===== src/rtl/ewr_pkg.sv =====
// Shared types for the page-write sequencer.
// Assumes: error codes are visible at the top port and are therefore fixed values.
package ewr_pkg;
    typedef enum logic [1:0] {
        ERR_NONE = 2'd0,
        ERR_REQ  = 2'd1,
        ERR_GAP  = 2'd2,
        ERR_POLL = 2'd3
    } ewr_err_e;

    typedef enum logic [1:0] {
        SQ_IDLE,
        SQ_UNLOCK,
        SQ_LOAD,
        SQ_POLL
    } ewr_seq_e;

    typedef enum logic [1:0] {
        PH_IDLE,
        PH_SETUP,
        PH_STROBE,
        PH_HOLD
    } ewr_phase_e;
endpackage


===== src/rtl/ewr_bus_cycle.sv =====
// Pin-level engine: runs one memory write or read cycle per request.
// The cycle is setup (chip enable low), strobe (write or output enable low),
// then hold. A one-cycle ack follows the last hold cycle.
// Assumes: SETUP_CYC, PULSE_CYC, HOLD_CYC >= 1; req is only raised while idle.
module ewr_bus_cycle
    import ewr_pkg::*;
#(
    parameter int ADDR_W    = 17,
    parameter int DATA_W    = 8,
    parameter int SETUP_CYC = 2,
    parameter int PULSE_CYC = 4,
    parameter int HOLD_CYC  = 2
) (
    input  logic              clk,
    input  logic              rst_n,
    input  logic              req,
    input  logic              req_wr,
    input  logic [ADDR_W-1:0] req_addr,
    input  logic [DATA_W-1:0] req_data,
    output logic              ack,
    output logic              rd_msb,
    output logic              ce_n,
    output logic              oe_n,
    output logic              we_n,
    output logic [ADDR_W-1:0] addr,
    output logic [DATA_W-1:0] dq_out,
    output logic              dq_oe,
    input  logic [DATA_W-1:0] dq_in
);
    localparam int M1    = (SETUP_CYC > PULSE_CYC) ? SETUP_CYC : PULSE_CYC;
    localparam int MAXC  = (M1 > HOLD_CYC) ? M1 : HOLD_CYC;
    localparam int CW    = $clog2(MAXC + 1);

    ewr_phase_e          ph;
    logic [CW-1:0]       cnt;
    logic                wr_q;
    logic [ADDR_W-1:0]   addr_q;
    logic [DATA_W-1:0]   data_q;
    logic                unused_dq_low;

    assign unused_dq_low = ^dq_in[DATA_W-2:0];

    // Phase sequencing, request latching and read capture.
    always_ff @(posedge clk) begin
        if (!rst_n) begin
            ph     <= PH_IDLE;
            cnt    <= '0;
            ack    <= 1'b0;
            wr_q   <= 1'b0;
            addr_q <= '0;
            data_q <= '0;
            rd_msb <= 1'b0;
        end else begin
            ack <= 1'b0;
            unique case (ph)
                PH_IDLE: if (req) begin
                    ph     <= PH_SETUP;
                    cnt    <= '0;
                    wr_q   <= req_wr;
                    addr_q <= req_addr;
                    data_q <= req_data;
                end
                PH_SETUP: if (cnt == CW'(SETUP_CYC - 1)) begin
                    ph  <= PH_STROBE;
                    cnt <= '0;
                end else cnt <= cnt + 1'b1;
                PH_STROBE: if (cnt == CW'(PULSE_CYC - 1)) begin
                    if (!wr_q) rd_msb <= dq_in[DATA_W-1];
                    ph  <= PH_HOLD;
                    cnt <= '0;
                end else cnt <= cnt + 1'b1;
                PH_HOLD: if (cnt == CW'(HOLD_CYC - 1)) begin
                    ph  <= PH_IDLE;
                    cnt <= '0;
                    ack <= 1'b1;
                end else cnt <= cnt + 1'b1;
                default: ph <= PH_IDLE;
            endcase
        end
    end

    // Pin levels decoded from the current phase.
    always_comb begin
        ce_n   = (ph == PH_IDLE);
        we_n   = !((ph == PH_STROBE) && wr_q);
        oe_n   = !((ph == PH_STROBE) && !wr_q);
        dq_oe  = (ph != PH_IDLE) && wr_q;
        addr   = addr_q;
        dq_out = data_q;
    end

    p_strobe_excl_r5: assert property (@(posedge clk) disable iff (!rst_n)
        !(!we_n && !oe_n));
    p_strobe_in_select_r5: assert property (@(posedge clk) disable iff (!rst_n)
        (!we_n || !oe_n) |-> !ce_n);
    p_addr_steady_r5: assert property (@(posedge clk) disable iff (!rst_n)
        (!ce_n && $past(!ce_n)) |-> $stable(addr));
    p_ack_after_select_r5: assert property (@(posedge clk) disable iff (!rst_n)
        ack |-> (ce_n && $past(!ce_n)));
endmodule


===== src/rtl/ewr_sequencer.sv =====
// Burst sequencer: checks the request, issues the three unlock writes,
// moves stream bytes into the page, then polls for completion.
// Assumes: one bus request is outstanding at a time (pend flag); the bus
// engine acks only after a request it accepted while idle.
module ewr_sequencer
    import ewr_pkg::*;
#(
    parameter int ADDR_W    = 17,
    parameter int DATA_W    = 8,
    parameter int MAX_BYTES = 128,
    parameter int GAP_LIMIT = 15000,
    parameter int POLL_MAX  = 4000,
    parameter logic [ADDR_W-1:0] UNLOCK_ADDR_0 = 'h05555,
    parameter logic [ADDR_W-1:0] UNLOCK_ADDR_1 = 'h02AAA,
    parameter logic [ADDR_W-1:0] UNLOCK_ADDR_2 = 'h05555,
    parameter logic [DATA_W-1:0] UNLOCK_DATA_0 = 'hAA,
    parameter logic [DATA_W-1:0] UNLOCK_DATA_1 = 'h55,
    parameter logic [DATA_W-1:0] UNLOCK_DATA_2 = 'hA0,
    localparam int OFF_W  = $clog2(MAX_BYTES),
    localparam int PAGE_W = ADDR_W - OFF_W,
    localparam int CNT_W  = OFF_W + 1
) (
    input  logic              clk,
    input  logic              rst_n,
    input  logic              start_valid,
    input  logic [PAGE_W-1:0] start_page,
    input  logic [OFF_W-1:0]  start_offset,
    input  logic [CNT_W-1:0]  start_count,
    input  logic              s_valid,
    input  logic [DATA_W-1:0] s_data,
    output logic              s_ready,
    output logic              bus_req,
    output logic              bus_wr,
    output logic [ADDR_W-1:0] bus_addr,
    output logic [DATA_W-1:0] bus_data,
    input  logic              bus_ack,
    input  logic              bus_rd_msb,
    output logic              busy,
    output logic              done,
    output logic              err,
    output logic [1:0]        err_code
);
    localparam int SPAN_W = CNT_W + 1;
    localparam int GAP_W  = $clog2(GAP_LIMIT + 1);
    localparam int POLL_W = $clog2(POLL_MAX + 1);

    ewr_seq_e          state;
    logic [PAGE_W-1:0] page_q;
    logic [OFF_W-1:0]  cursor;
    logic [CNT_W-1:0]  remain;
    logic [1:0]        step;
    logic              pend;
    logic [ADDR_W-1:0] last_addr;
    logic              last_msb;
    logic [GAP_W-1:0]  gap_cnt;
    logic [POLL_W-1:0] poll_cnt;
    logic [SPAN_W-1:0] span;
    logic              bad_req;
    logic [ADDR_W-1:0] unlk_addr;
    logic [DATA_W-1:0] unlk_data;

    // Request legality: non-zero, within a page, not crossing its end.
    always_comb begin
        span    = SPAN_W'(start_offset) + SPAN_W'(start_count);
        bad_req = (start_count == '0) || (start_count > CNT_W'(MAX_BYTES))
                  || (span > SPAN_W'(MAX_BYTES));
    end

    // Unlock command selected by the current step.
    always_comb begin
        unique case (step)
            2'd0:    begin unlk_addr = UNLOCK_ADDR_0; unlk_data = UNLOCK_DATA_0; end
            2'd1:    begin unlk_addr = UNLOCK_ADDR_1; unlk_data = UNLOCK_DATA_1; end
            default: begin unlk_addr = UNLOCK_ADDR_2; unlk_data = UNLOCK_DATA_2; end
        endcase
    end

    // Bus request and stream ready for the present state.
    always_comb begin
        bus_req  = 1'b0;
        bus_wr   = 1'b1;
        bus_addr = '0;
        bus_data = '0;
        s_ready  = (state == SQ_LOAD) && !pend;
        unique case (state)
            SQ_UNLOCK: if (!pend) begin
                bus_req  = 1'b1;
                bus_addr = unlk_addr;
                bus_data = unlk_data;
            end
            SQ_LOAD: if (!pend && s_valid) begin
                bus_req  = 1'b1;
                bus_addr = {page_q, cursor};
                bus_data = s_data;
            end
            SQ_POLL: if (!pend && (poll_cnt != POLL_W'(POLL_MAX))) begin
                bus_req  = 1'b1;
                bus_wr   = 1'b0;
                bus_addr = last_addr;
            end
            default: ;
        endcase
    end

    assign busy = (state != SQ_IDLE);

    // Burst state machine with gap deadline and poll budget.
    always_ff @(posedge clk) begin
        if (!rst_n) begin
            state     <= SQ_IDLE;
            page_q    <= '0;
            cursor    <= '0;
            remain    <= '0;
            step      <= '0;
            pend      <= 1'b0;
            last_addr <= '0;
            last_msb  <= 1'b0;
            gap_cnt   <= '0;
            poll_cnt  <= '0;
            done      <= 1'b0;
            err       <= 1'b0;
            err_code  <= ERR_NONE;
        end else begin
            done <= 1'b0;
            err  <= 1'b0;
            unique case (state)
                SQ_IDLE: if (start_valid) begin
                    if (bad_req) begin
                        err      <= 1'b1;
                        err_code <= ERR_REQ;
                    end else begin
                        state    <= SQ_UNLOCK;
                        page_q   <= start_page;
                        cursor   <= start_offset;
                        remain   <= start_count;
                        step     <= '0;
                        pend     <= 1'b0;
                        poll_cnt <= '0;
                    end
                end
                SQ_UNLOCK: begin
                    if (bus_req) pend <= 1'b1;
                    else if (bus_ack) begin
                        pend <= 1'b0;
                        if (step == 2'd2) begin
                            state   <= SQ_LOAD;
                            gap_cnt <= '0;
                        end else step <= step + 1'b1;
                    end
                end
                SQ_LOAD: begin
                    if (bus_req) begin
                        pend      <= 1'b1;
                        last_addr <= bus_addr;
                        last_msb  <= s_data[DATA_W-1];
                        cursor    <= cursor + 1'b1;
                        remain    <= remain - 1'b1;
                        gap_cnt   <= '0;
                    end else if (bus_ack) begin
                        pend    <= 1'b0;
                        gap_cnt <= '0;
                        if (remain == '0) state <= SQ_POLL;
                    end else if (!pend) begin
                        if (gap_cnt == GAP_W'(GAP_LIMIT - 1)) begin
                            state    <= SQ_IDLE;
                            err      <= 1'b1;
                            err_code <= ERR_GAP;
                        end else gap_cnt <= gap_cnt + 1'b1;
                    end
                end
                SQ_POLL: begin
                    if (bus_req) begin
                        pend     <= 1'b1;
                        poll_cnt <= poll_cnt + 1'b1;
                    end else if (bus_ack) begin
                        pend <= 1'b0;
                        if (bus_rd_msb == last_msb) begin
                            state <= SQ_IDLE;
                            done  <= 1'b1;
                        end
                    end else if (!pend && (poll_cnt == POLL_W'(POLL_MAX))) begin
                        state    <= SQ_IDLE;
                        err      <= 1'b1;
                        err_code <= ERR_POLL;
                    end
                end
                default: state <= SQ_IDLE;
            endcase
        end
    end

    p_reject_stays_idle_r2: assert property (@(posedge clk) disable iff (!rst_n)
        (!busy && start_valid && bad_req) |=> (err && !busy));
    p_ready_in_burst_r6: assert property (@(posedge clk) disable iff (!rst_n)
        s_ready |-> busy);
    p_outcome_excl_r8: assert property (@(posedge clk) disable iff (!rst_n)
        !(done && err));
    p_poll_budget_r9: assert property (@(posedge clk) disable iff (!rst_n)
        poll_cnt <= POLL_W'(POLL_MAX));
    p_end_drops_busy_r10: assert property (@(posedge clk) disable iff (!rst_n)
        (done || err) |-> !busy);
    p_start_ignored_r10: assert property (@(posedge clk) disable iff (!rst_n)
        (busy && start_valid) |=> $stable(page_q));
endmodule


===== src/rtl/eeprom_page_writer.sv =====
// Top: page-write sequencer for a byte-wide paged nonvolatile memory.
// Connects the burst sequencer to the pin-level cycle engine.
// Assumes: a single memory device on the pins; mem_dq_in is valid while
// mem_oe_n and mem_ce_n are low.
module eeprom_page_writer
    import ewr_pkg::*;
#(
    parameter int ADDR_W    = 17,
    parameter int DATA_W    = 8,
    parameter int MAX_BYTES = 128,
    parameter int SETUP_CYC = 2,
    parameter int PULSE_CYC = 4,
    parameter int HOLD_CYC  = 2,
    parameter int GAP_LIMIT = 15000,
    parameter int POLL_MAX  = 4000,
    parameter logic [ADDR_W-1:0] UNLOCK_ADDR_0 = 'h05555,
    parameter logic [ADDR_W-1:0] UNLOCK_ADDR_1 = 'h02AAA,
    parameter logic [ADDR_W-1:0] UNLOCK_ADDR_2 = 'h05555,
    parameter logic [DATA_W-1:0] UNLOCK_DATA_0 = 'hAA,
    parameter logic [DATA_W-1:0] UNLOCK_DATA_1 = 'h55,
    parameter logic [DATA_W-1:0] UNLOCK_DATA_2 = 'hA0,
    localparam int OFF_W  = $clog2(MAX_BYTES),
    localparam int PAGE_W = ADDR_W - OFF_W,
    localparam int CNT_W  = OFF_W + 1
) (
    input  logic              clk,
    input  logic              rst_n,
    input  logic              start_valid,
    input  logic [PAGE_W-1:0] start_page,
    input  logic [OFF_W-1:0]  start_offset,
    input  logic [CNT_W-1:0]  start_count,
    input  logic              s_valid,
    input  logic [DATA_W-1:0] s_data,
    output logic              s_ready,
    output logic              mem_ce_n,
    output logic              mem_oe_n,
    output logic              mem_we_n,
    output logic [ADDR_W-1:0] mem_addr,
    output logic [DATA_W-1:0] mem_dq_out,
    output logic              mem_dq_oe,
    input  logic [DATA_W-1:0] mem_dq_in,
    output logic              busy,
    output logic              done,
    output logic              err,
    output logic [1:0]        err_code
);
    logic              bus_req;
    logic              bus_wr;
    logic [ADDR_W-1:0] bus_addr;
    logic [DATA_W-1:0] bus_data;
    logic              bus_ack;
    logic              bus_rd_msb;

    ewr_sequencer #(
        .ADDR_W(ADDR_W), .DATA_W(DATA_W), .MAX_BYTES(MAX_BYTES),
        .GAP_LIMIT(GAP_LIMIT), .POLL_MAX(POLL_MAX),
        .UNLOCK_ADDR_0(UNLOCK_ADDR_0), .UNLOCK_ADDR_1(UNLOCK_ADDR_1),
        .UNLOCK_ADDR_2(UNLOCK_ADDR_2), .UNLOCK_DATA_0(UNLOCK_DATA_0),
        .UNLOCK_DATA_1(UNLOCK_DATA_1), .UNLOCK_DATA_2(UNLOCK_DATA_2)
    ) u_seq (
        .clk(clk), .rst_n(rst_n),
        .start_valid(start_valid), .start_page(start_page),
        .start_offset(start_offset), .start_count(start_count),
        .s_valid(s_valid), .s_data(s_data), .s_ready(s_ready),
        .bus_req(bus_req), .bus_wr(bus_wr), .bus_addr(bus_addr),
        .bus_data(bus_data), .bus_ack(bus_ack), .bus_rd_msb(bus_rd_msb),
        .busy(busy), .done(done), .err(err), .err_code(err_code)
    );

    ewr_bus_cycle #(
        .ADDR_W(ADDR_W), .DATA_W(DATA_W),
        .SETUP_CYC(SETUP_CYC), .PULSE_CYC(PULSE_CYC), .HOLD_CYC(HOLD_CYC)
    ) u_bus (
        .clk(clk), .rst_n(rst_n),
        .req(bus_req), .req_wr(bus_wr), .req_addr(bus_addr), .req_data(bus_data),
        .ack(bus_ack), .rd_msb(bus_rd_msb),
        .ce_n(mem_ce_n), .oe_n(mem_oe_n), .we_n(mem_we_n),
        .addr(mem_addr), .dq_out(mem_dq_out), .dq_oe(mem_dq_oe),
        .dq_in(mem_dq_in)
    );

    p_reset_idle_pins_r1: assert property (@(posedge clk) disable iff (!rst_n)
        !busy |-> (mem_ce_n && mem_we_n && mem_oe_n && !mem_dq_oe));
endmodule


===== config.mk =====
export PLATFORM = sky130hd
export DESIGN_NAME = eeprom_page_writer
export DESIGN_NICKNAME = d
export VERILOG_FILES = /design/src/rtl/ewr_pkg.sv /design/src/rtl/ewr_bus_cycle.sv /design/src/rtl/ewr_sequencer.sv /design/src/rtl/eeprom_page_writer.sv
export SDC_FILE = /design/constraint.sdc
export NUM_CORES = 1
export LEC_CHECK = 0
export BUFFER_PORTS_ARGS = -buffer_cell sky130_fd_sc_hd__clkbuf_2
export CORE_MARGIN = 2
export CORE_UTILIZATION = 45
export DETAILED_ROUTE_END_ITERATION = 6
export PLACE_DENSITY = 0.66
export SETUP_SLACK_MARGIN = 0.05
export SYNTH_ARGS = -nofsm -noshare
export SYNTH_HDL_FRONTEND = slang
export SYNTH_SLANG_ARGS = --single-unit

===== constraint.sdc =====
create_clock -name clk -period 3.4 [get_ports clk]
set_clock_uncertainty 0.15 [all_clocks]
set_input_delay 0.34 -clock clk [delete_from_list [all_inputs] [get_ports clk]]
set_output_delay 0.34 -clock clk [all_outputs]
set_load 0.01 [all_outputs]

==> out/summary.txt <==
Cell Area, Placed: 6480 sq um
wire length of the first global-routing pass: 25000 um
critical path, cell by cell: clkbuf_2, ha_1, fa_1, a211o_1, and3_1, o221ai_1, or4b_4, a21oi_2, buf_4, o2111ai_1, buf_4, o21ai_0, a21oi_1
slowest cell delay on critical path: 0.49 ns
maximum capacitance violations: 0
Top Ports: 80
total of flip-flops plus latches after synthesis: 111
smallest hold slack: 0.0712 ns
via count of the first global-routing pass: 5221
Hold Path Class: primary input to register
final period utilization: 94.5%
sum of routed wire length over all layers: 14800 um
antenna cell count: 0
area share of xor/xnor cells in the synthesized design: 2.86%
count of buffers added by post-CTS timing repair for setup: 0
measured slew at the worst slew-check pin: 1.15 ns
vertical die dimension: 118 um
Synth Area in Simple Gates: 21.6%
clock transition at the registers of the reported paths: 0.07 ns
Finish-stage setup viols: 0
biggest fanout along the worst timing path: 6
final hold violation count: 0
cell chosen for the clock root: sky130_fd_sc_hd__clkbuf_16
routed wirelength normalized by instance count: 15.6 um
sequential cell area: 2220 sq um
latest clock arrival within the worst-skew pair: 0.36 ns
cell type with the largest total area after synthesis: sky130_fd_sc_hd__dfxtp_1
final core utilization: 53.7%
leakage power figure: 2.77 nW
CTS hold repair buffers: 0
Clock Sinks: 111
sequential share of the synthesized area: 38.2%
placed wire-length estimate after detailed placement: 10600 um
Post-synth EDFFs: 0
outcome: finished, final reports clean
Max Transition Viols Final: 0
setup repair after global routing missed its margin: no
top cells by area in the synthesized netlist: sky130_fd_sc_hd__dfxtp_1 38%, sky130_fd_sc_hd__ha_1 6.9%, sky130_fd_sc_hd__nor2_1 5.8%
worst setup path category: primary input to register
Top Family by Delay on Critical Path: compound AO/OA/AOI/OAI gates
first-iteration detailed-routing DRC count: 405
grt ovf: 0
width of the die: 118 um
Worst VDD drop: 0.000299 V
cells after synthesis: 704
count of filler cells inserted in the layout: 1238
main combinational cell family by area after synthesis: compound AO/OA/AOI/OAI gates
compound-gate portion of the synthesized area: 22.6%
Setup Total Neg Slack: 0 ns
achievable frequency: 311 MHz
Critical Path RT: 3.49 ns
arrival time of data at the critical path endpoint: 3.30 ns
Clock H-tree levels: 3
mux contribution to synthesized area: 3.27%
synth warn: 0
area share of fa/ha/maj cells after synthesis: 7.22%
Netlist Area Pre-Place: 5820 sq um
total power per unit cell area: 481 nW/um^2
proportion of synthesized flip-flops having asynchronous set or reset: 0%
antenna violations before repair: 0
Buffers on Ports: 72
max-slew headroom at the worst pin: 23.5%
post-detailed-route via-to-cell ratio: 5.67
multi-input gate area in the final layout: 3350 sq um
total number of vias: 5399
number of buffers created by CTS: 9
fraction of layout cells with a size suffix above 1: 16.4%
residual DRC count: 0
post-route minimum period: 3.21 ns
crit start category: primary input
Top cell by count, worst path: sky130_fd_sc_hd__buf_4
worst path buffer plus inverter count: 3
final weighted congestion of routability-driven global placement: 0.822
synthesized net count: 782
starting utilization of the core area: 46.1%
kind of end point of the critical path: register
CTS tree: yes
GR Util All Layers: 21.6%
area of the core: 12600 sq um
detailed-router iteration count before antenna repair: 5
mean instance size in the synthesized netlist: 8.27 sq um
area of all placed cells without fillers: 6780 sq um
cell row count: 41
maximum number of pins on one net before global-route repair: 63
total power: 3.26 mW
Main synth FF type: sky130_fd_sc_hd__dfxtp_1
area share of the largest cell type after synthesis: 38.2%
number of gates resized after cts: 0
area growth from synthesis to layout: 16.4%
unique cell type count in the Yosys netlist: 67
Longest Clk Path Bufs: 2
remaining antenna violation count: 0
Total Die Area: 13900 sq um
cell with the biggest individual delay on the critical path: sky130_fd_sc_hd__or4b_4
fin nets: 855
==> final cells by class <==
cell class              instances  share of cell area (%)
clock buffers                  10                    3.38
clock inverters                 5                   0.960
well taps                     172                    3.18
multi-input cells             530                    49.5
flip-flops and latches        111                    32.8
repair buffers                100                    8.79
inverters                      25                    1.39
==> sequential cells by signal (all words and copies together), names as in the netlist, 7 cells and up <==
register	flops
u_seq.gap_cnt	14
u_seq.page_q	10
u_bus.dq_out	8
u_seq.cursor	7
u_seq.remain	8
u_bus.addr	17
u_seq.poll_cnt	12
u_seq.last_addr	17
==> report_power, final <==
group	total, mW	switching (mW)	internal (mW)
registers	1.42	0.0538	1.37
logic	0.768	0.464	0.304
clock network	1.07	0.491	0.577
total	3.26	1.01	2.25
==> cells by family after synthesis <==
| family | count (synthesis) |
|---|---|
| compound gates | 198 |
| simple gates | 261 |
| fa+ha+maj | 33 |
| flops | 111 |
| xor+xnor | 19 |
| buf+inv | 63 |
| mux | 19 |
==> final timing paths <==
kind,to,cells after the start,slack [ns],startpoint
max reg2reg,u_seq.gap_cnt[11]$_SDFFE_PN0P_,10,0.25,u_seq.state[1]$_SDFFE_PN0P_
min,u_seq.page_q[7]$_SDFFE_PN0P_,3,0.07,start_page[7]
max,u_seq.poll_cnt[9]$_SDFFE_PN0P_,13,0.19,start_offset[0]
min reg2reg,u_bus.dq_out[1]$_SDFFE_PN0P_,2,0.31,u_bus.dq_out[1]$_SDFFE_PN0P_
==> cell usage in the layout, fill, tap and decap left out, types with 11 or more instances in the layout <==
master / netlist / layout
sky130_fd_sc_hd__buf_4: 2 / 26
sky130_fd_sc_hd__a21oi_1: 67 / 67
sky130_fd_sc_hd__ha_1: 32 / 32
sky130_fd_sc_hd__and3_1: 22 / 22
sky130_fd_sc_hd__a21o_1: 11 / 11
sky130_fd_sc_hd__a211oi_1: 19 / 19
sky130_fd_sc_hd__a22oi_1: 11 / 11
sky130_fd_sc_hd__mux2i_1: 19 / 19
sky130_fd_sc_hd__nand3_1: 12 / 12
sky130_fd_sc_hd__nor2_1: 90 / 89
sky130_fd_sc_hd__nand2_1: 69 / 69
sky130_fd_sc_hd__clkbuf_2: 0 / 72
sky130_fd_sc_hd__inv_1: 23 / 23
sky130_fd_sc_hd__dfxtp_1: 111 / 111
sky130_fd_sc_hd__o21ai_0: 26 / 26
sky130_fd_sc_hd__xor2_1: 16 / 16
==> cells in the mapped netlist (all sizes together), types with 4 or more instances <==
master / instances
a211oi: 20
a21o: 11
a21oi: 68
a221oi: 10
a22oi: 11
and2: 7
and3: 22
buf: 5
clkbuf: 33
dfxtp: 111
ha: 32
inv: 24
mux2i: 19
nand2: 69
nand2b: 7
nand3: 12
nand4: 6
nor2: 90
nor2b: 8
nor3: 7
nor4: 4
o2111ai: 4
o211ai: 7
o21a: 4
o21ai: 27
o22ai: 7
o2bb2ai: 4
or3: 8
xor2: 16
==> per-layer routing <==
metal	global-route usage [%]	routed length, um	share of wire [%]	vias up
met5	0	0	0	-
met4	6.02	302	2.0	0
met2	36.3	7150	48	106
li1	-	-	-	2678
met1	27.6	6830	46	2590
met3	5.43	562	3.8	25
==> per-stage QoR <==
stage	std cells	setup slack (ns)
floorplan	704	0.202
global route	953	0.0691
finish	953	0.188
CTS	953	0.236
global placement	938	-0.0676
detailed placement	938	-0.145
==> worst min-delay path: stages <==
cell and delay (ns):
sky130_fd_sc_hd__clkbuf_2 0.07, sky130_fd_sc_hd__mux2i_1 0.06, sky130_fd_sc_hd__nor2_1 0.07
No activity file was read; power rests on OpenSTA's default activity.
